**config.mk**
```make
export PLATFORM = sky130hd
export DESIGN_NAME = chan_divider
export DESIGN_NICKNAME = d
export VERILOG_FILES = /design/src/rtl/chan_div_pkg.sv /design/src/rtl/ratio_decode.sv /design/src/rtl/div_counter.sv /design/src/rtl/chan_divider.sv
export SDC_FILE = /design/constraint.sdc
export NUM_CORES = 1
export LEC_CHECK = 0
export ABC_AREA = 1
export BUFFER_PORTS_ARGS = -buffer_cell sky130_fd_sc_hd__buf_2
export CAP_MARGIN = 20
export CORE_MARGIN = 5
export CORE_UTILIZATION = 30
export CTS_BUF_LIST = sky130_fd_sc_hd__clkbuf_2
export CTS_CLUSTER_DIAMETER = 200
export DETAILED_ROUTE_END_ITERATION = 10
export GPL_TIMING_DRIVEN = 0
export PLACE_DENSITY_LB_ADDON = 0.15
export SYNTH_ARGS = -nofsm -noshare
export SYNTH_HDL_FRONTEND = slang
export SYNTH_SLANG_ARGS = --single-unit
```
**constraint.sdc**
```tcl
create_clock -name clk -period 2.99 [get_ports clk]
set_input_delay 0.598 -clock clk [delete_from_list [all_inputs] [get_ports clk]]
set_output_delay 0.598 -clock clk [all_outputs]
set_load 0.03 [all_outputs]
```
**src/rtl/chan_div_pkg.sv**
```systemverilog
package chan_div_pkg;

    // Width of the program word and of the divide ratio
    localparam int unsigned RATIO_W = 8;

    // Result of decoding the program inputs
    typedef struct packed {
        logic [RATIO_W-1:0] ratio;
        logic               bad;
    } ratio_sel_t;

endpackage

```
**src/rtl/ratio_decode.sv**
```systemverilog
module ratio_decode
    import chan_div_pkg::*;
#(
    parameter int unsigned MIN_RATIO  = 3,
    parameter int unsigned BCD_OFFSET = 90,
    parameter int unsigned UNIT_W     = 4,
    parameter int unsigned TENS_W     = 2
) (
    input  logic               clk,
    input  logic               rst,
    input  logic [RATIO_W-1:0] prog,
    input  logic               bcd_mode,
    output ratio_sel_t         sel
);

    localparam int unsigned BCD_MAX = BCD_OFFSET + 10 * ((2 ** TENS_W) - 1) + 9;

    logic [UNIT_W-1:0]  units;
    logic [TENS_W-1:0]  tens;
    logic [RATIO_W-1:0] bcd_ratio;

    always_comb begin
        units     = prog[UNIT_W-1:0];
        tens      = prog[UNIT_W+TENS_W-1:UNIT_W];
        bcd_ratio = RATIO_W'(BCD_OFFSET)
                  + (RATIO_W'(tens) << 3) + (RATIO_W'(tens) << 1)
                  + RATIO_W'(units);
        if (bcd_mode) begin
            sel.ratio = bcd_ratio;
            sel.bad   = (units > UNIT_W'(9));
        end else begin
            sel.ratio = prog;
            sel.bad   = (prog < RATIO_W'(MIN_RATIO));
        end
    end

    // a legal decimal code always lands inside the offset window
    p_bcd_window_r2: assert property (@(posedge clk) disable iff (rst)
        (bcd_mode && !sel.bad) |->
            (sel.ratio >= RATIO_W'(BCD_OFFSET) && sel.ratio <= RATIO_W'(BCD_MAX)));

    // nothing below the minimum ratio ever reaches the counter as legal
    p_min_ratio_r4: assert property (@(posedge clk) disable iff (rst)
        !sel.bad |-> sel.ratio >= RATIO_W'(MIN_RATIO));

endmodule

```
**src/rtl/div_counter.sv**
```systemverilog
module div_counter
    import chan_div_pkg::*;
(
    input  logic       clk,
    input  logic       rst,
    input  ratio_sel_t sel,
    output logic       pulse_o,
    output logic       inhibit_o
);

    typedef struct packed {
        logic [RATIO_W-1:0] cnt;
        logic               pulse;
        logic               inh;
    } cnt_state_t;

    cnt_state_t st_d, st_q;

    always_comb begin
        st_d       = st_q;
        st_d.inh   = sel.bad;
        st_d.pulse = 1'b0;
        if (sel.bad) begin
            st_d.cnt = '0;
        end else if (st_q.cnt == '0) begin
            st_d.cnt   = sel.ratio - RATIO_W'(1);
            st_d.pulse = 1'b1;
        end else begin
            st_d.cnt = st_q.cnt - RATIO_W'(1);
        end
    end

    always_ff @(posedge clk) begin
        if (rst) begin
            st_q <= '0;
        end else begin
            st_q <= st_d;
        end
    end

    assign pulse_o   = st_q.pulse;
    assign inhibit_o = st_q.inh;

    // pulses are isolated
    p_single_pulse_r3: assert property (@(posedge clk) disable iff (rst)
        st_q.pulse |=> !st_q.pulse);

    // no output while inhibited
    p_quiet_inhibit_r5: assert property (@(posedge clk) disable iff (rst)
        st_q.inh |-> !st_q.pulse);

    // an illegal program leaves the count cleared
    p_hold_cleared_r5: assert property (@(posedge clk) disable iff (rst)
        sel.bad |=> st_q.cnt == '0);

    // a pulse only follows a count that had run out
    p_pulse_at_wrap_r6: assert property (@(posedge clk) disable iff (rst)
        st_q.pulse |-> $past(st_q.cnt) == '0);

endmodule

```
**src/rtl/chan_divider.sv**
```systemverilog
module chan_divider
    import chan_div_pkg::*;
#(
    parameter int unsigned MIN_RATIO  = 3,
    parameter int unsigned BCD_OFFSET = 90
) (
    input  logic               clk,
    input  logic               rst,
    input  logic [RATIO_W-1:0] prog,
    input  logic               bcd_mode,
    output logic               div_pulse,
    output logic               inhibit
);

    ratio_sel_t sel;

    ratio_decode #(
        .MIN_RATIO  (MIN_RATIO),
        .BCD_OFFSET (BCD_OFFSET),
        .UNIT_W     (4),
        .TENS_W     (2)
    ) decode_i (
        .clk      (clk),
        .rst      (rst),
        .prog     (prog),
        .bcd_mode (bcd_mode),
        .sel      (sel)
    );

    div_counter count_i (
        .clk       (clk),
        .rst       (rst),
        .sel       (sel),
        .pulse_o   (div_pulse),
        .inhibit_o (inhibit)
    );

    // inhibit and a pulse never coincide at the ports
    p_port_exclusive_r4: assert property (@(posedge clk) disable iff (rst)
        !(inhibit && div_pulse));

endmodule

```
## After elaboration in Yosys (flattened, before gate mapping)

Cells that the tools add are included.
W data, S select, Z words.

| word-level totals | value |
|---|---|
| logic and storage cells | 15 |
| register bits | 10 |
| input port bits | 11 |

| operators by class | value |
|---|---|
| $add $sub $neg | 5 |
| reduce and logical (&&, ||, !) cells | 2 |
| multiplexer cells | 3 |
| magnitude comparators | 2 |

Operators with widths:

| kind | count |
|---|---|
| $sub A8 B1 Y8 const B | 2 |
| $mux W9 | 1 |
| $add A7 B5 Y8 const A | 1 |
| $add A8 B3 Y8 | 1 |
| $add A8 B4 Y8 | 1 |
| $logic_not A8 Y1 | 1 |
| $lt A8 B2 Y1 const B | 1 |
| $mux W8 | 1 |
| $gt A4 B4 Y1 const B | 1 |
| $reduce_or A2 Y1 | 1 |
| $mux W1 | 1 |

## Logic depth before layout (Yosys ltp)

| logic depth | value |
|---|---|
| depth after elaboration | 6 |
| gate-level depth with buffers | 16 |

## Modules after synthesis

Synthesis repeated with hierarchy kept, for this count alone.

| second synthesis, totals | value |
|---|---|
| cells, all modules | 127 |
| area, all modules | 855.8 um^2 |

Modules (own cells, without submodules):

| module | cells each | area each (um^2) | sequential area each (um^2) | times used |
|---|---|---|---|---|
| div_counter | 75 | 550.5 | 200.2 | 1 |
| ratio_decode | 52 | 305.3 | 0.0 | 1 |

## Least setup slack after synthesis

No wires, ideal clock.

| timing | value |
|---|---|
| path kind | input-to-reg |
| start | in prog[2] |
| end | reg count_i.st_q[9] (netlist bit) |
| stages on the path | 13 |
| data arrival time | 2231 ps |
| setup slack | 644 ps |
| path through | ha_1 > ha_1 > fa_1 > inv_1 > nand2_1 > nand3_1 > nand2_1 > a21oi_2 > nand2_1 > nor2_1 > nand3_1 > nand2_1 > nor2_1 |

| on the way | value |
|---|---|
| longest elaborated chain between the ends | 4 |
| elaborated cells on any way between the ends | 7 |

Ends and longest elaborated chain:

| element | line | RTL |
|---|---|---|
| start: declaration | chan_divider.sv:9 | `input logic [RATIO_W-1:0] prog,` |
| $add A8 B4 Y8 | ratio_decode.sv:27 | `+ RATIO_W'(units);` |
| $mux W9 * | ratio_decode.sv:28 | `if (bcd_mode) begin` |
| $sub A8 B1 Y8 | div_counter.sv:26 | `st_d.cnt = sel.ratio - RATIO_W'(1);` |
| $mux W8 | div_counter.sv:25 | `end else if (st_q.cnt == '0) begin` |
| end signal: assignment | div_counter.sv:37 | `st_q <= st_d;` |
| end: declaration | div_counter.sv:17 | `cnt_state_t st_d, st_q;` |

Mark *: on every way between the ends. The rest lies on a longest branch, timed or not.
A chain may end at the register's enable or synchronous reset.

## Worst setup path after layout

| timing | value |
|---|---|
| start | in prog[5] |
| end | reg count_i.st_q[7] (netlist bit) |

| on the way | value |
|---|---|
| longest elaborated chain between the ends | 6 |
| elaborated cells on any way between the ends | 8 |

Ends and longest elaborated chain:

| element | line | RTL |
|---|---|---|
| $add A7 B5 Y8 | ratio_decode.sv:26 | `+ (RATIO_W'(tens) << 3) + (RATIO_W'(tens) << 1)` |
| $add A8 B3 Y8 | ratio_decode.sv:26 |  |
| $add A8 B4 Y8 | ratio_decode.sv:27 |  |
| $mux W9 * | ratio_decode.sv:28 |  |
| $sub A8 B1 Y8 | div_counter.sv:26 |  |
| $mux W8 | div_counter.sv:25 |  |

Marked as above.

==> results.json <==
{
  "status": "complete, no violations",
  "power_uw": 892,
  "fin_area_sq_um": 970,
  "hold_depth": 2,
  "tightest_slew_ns": 0.347,
  "fp.coreArea_sq_um": 2760,
  "post-cts-setup-buffers": 0,
  "rsz0062_at_grt": "false",
  "grt_pass1_vias": 718,
  "p_leak_uw": 0.000519,
  "cts_resized": 0,
  "drc": 0,
  "hold_violations": 0,
  "layout-drive-gt1-share_pct": 20.7,
  "drt-initial-drc-count": 18,
  "hold_class": "in2reg",
  "hpwl_mm": 1.55,
  "crit_family": "adder cells",
  "synth_fa_ha_area_share_pct": 14.0,
  "cts_tree": "done",
  "wirelength_mm": 1.87,
  "cap_violations": 0,
  "wl_per_cell_microns": 10.6,
  "hold_buffers": 0,
  "vias": 800,
  "grt_first_pass_wirelength_mm": 3.26,
  "synth_cells": 130,
  "critPathSlowestCell": "fa_1",
  "synth_fp_nets": 150,
  "io_pins": 13,
  "postRouteAntennaNets": 0,
  "clock_latency_ns": 0.26,
  "end_kind": "register",
  "fillers": 308,
  "finalNetCount": 166,
  "reg2reg_slack_ns": 1.31,
  "placed_area_sq_um": 951,
  "cp.arrival_ns": 2.61,
  "via_per_inst": 4.55,
  "grt_antenna_before_repair": 0,
  "cts-root-buf": "clkbuf_2",
  "portBuffers": 11,
  "synth_mux_area_share_pct": 0,
  "synth_compound_area_share_pct": 12.3,
  "max_freq_ghz": 0.407,
  "diodes": 0,
  "setup_violations": 0,
  "clockBufferDepth": 2,
  "worstPathMaxFanout": 5,
  "die_h_microns": 63.5,
  "clkTransAtPathRegs_ns": 0.09,
  "start_util_pct": 31.1,
  "max_stage_delay_ns": 0.44,
  "path_cells": "buf_2 > ha_1 > ha_1 > fa_1 > inv_1 > nand2_1 > nand3_1 > nand2_1 > a21oi_2 > nand2_1 > nor2_1 > nand2_2 > nor2_1 > nor2_1",
  "yosys.area_share.simple_pct": 39.1,
  "crit_type": "in2reg",
  "grt_max_degree": 11,
  "reg2reg_depth": 11,
  "power.density_nw_per_um2": 919,
  "grt_usage_pct": 10.1,
  "detail_route.first_pass.iterations": 4,
  "grt-busiest-layer": "met2",
  "die-area_sq_um": 4030,
  "die_w_microns": 63.5,
  "slew_viol_final": 0,
  "grt_use_met1_pct": 13.4,
  "grt_overflow": 0,
  "netlist-cell-type-count": 26,
  "syn_area_per_cell_sq_um": 6.59,
  "max_slew_margin_pct": 76.7,
  "area.growth.synth_to_final_pct": 13.1,
  "fin_setup_tns_ns": 0,
  "cts_num_sinks": 10,
  "synth-xor-area-share_pct": 0,
  "finalCritPeriodShare_pct": 82.3,
  "cp_num_buf_inv": 2,
  "vdd_ir_drop_max_v": 0.000556,
  "cts_max_level": 1,
  "synth_top_family_by_area": "simple AND/OR/NAND/NOR gates",
  "cp-start-kind": "input pin",
  "yosysSeqAreaShare_pct": 23.4,
  "fin_skew_ns": 0.0164,
  "required_ns": 3.14,
  "layout_min_cycle_time_ns": 2.46,
  "synth_area_sq_um": 857,
  "met3_usage_pct": 3.91,
  "gp_congestion": 0.809,
  "cts_made_buffers": 3,
  "gr-usage-met2_pct": 15.2,
  "postLayoutCoreUtil_pct": 35.2,
  "yosysWarnings": 0,
  "fp-row-count": 19,
  "critical_path_depth": 14,
  "synth_seq_cells": 10
}
-- synth_stat cells (all sizes together) --
library cell,count,area [sq um]
nand4,2,12.5
or2,2,12.5
nand3,7,45.0
nor2,21,108
nor3,1,5.00
a21o,1,7.51
fa,1,20.0
o211ai,1,7.51
o31ai,1,7.51
nand2,38,153
a31oi,1,6.26
buf,1,11.3
inv,22,85.1
dfxtp,10,200
o21ai,5,25.0
a21oi,8,51.3
ha,8,100
-- power breakdown --
group	internal (uW)	switching, uW
clock network	29.1	49.1
registers	184	31.0
logic	214	385
total	427	465
-- sequential cells by signal, summed over array words and instances (netlist names) --
signal and flops:
count_i.pulse_o 1, count_i.inhibit_o 1, count_i.st_q 8
-- placed cells by master (no fill, tap or decap), drive strengths merged, types with 2 or more instances in the layout --
cell type / count
nor2: 21
ha: 8
a21oi: 8
inv: 22
buf: 12
nand3: 7
o21ai: 5
nand4: 2
dfxtp: 10
nand2: 38
or2: 2
clkbuf: 3
-- final timing paths --
check | startpoint | to
setup / recovery | prog[5] | count_i.st_q[7]
hold reg to reg | count_i.st_q[6] | count_i.st_q[6]
hold / removal | rst | count_i.inhibit_o
setup reg to reg | count_i.st_q[4] | count_i.st_q[8]
-- logic make-up (layout without fill, tap and decap cells) --
kind of cell             Yosys count  count (layout)
AO/OA/AOI/OAI                     17              17
AND/OR/NAND/NOR                   71              71
buffers and inverters             23              38
flip-flops                        10              10
adder cells (fa/ha/maj)            9               9
-- metrics by stage --
| stage | hold slack, ns | cells | worst slack, ns |
|---|---|---|---|
| after detailed placement | 0.559 | 172 | 0.273 |
| after floorplan | 0.530 | 130 | 0.644 |
| after CTS | 0.494 | 176 | 0.545 |
| after global placement | 0.556 | 172 | 0.323 |
| final | 0.504 | 176 | 0.530 |
| after global routing | 0.478 | 176 | 0.360 |
-- layout make-up --
cell class | instances | area [sq um] | area share (%)
sequential | 10 | 200 | 20.6
buffer | 1 | 11.3 | 1.16
multi-input combinational | 97 | 561 | 57.8
tap | 31 | 38.8 | 4.00
clock inverter | 1 | 3.75 | 0.387
clock buffer | 3 | 15.0 | 1.55
timing repair buffer | 11 | 55.1 | 5.68
inverter | 22 | 85.1 | 8.77
-- routing by layer --
metal / share of wire, % / vias to the layer above
met3: 4.5 / 2
met4: 0.59 / 0
met1: 49 / 347
li1: - / 442
met2: 46 / 9
met5: 0 / -
(Power assumes the default switching activity.)
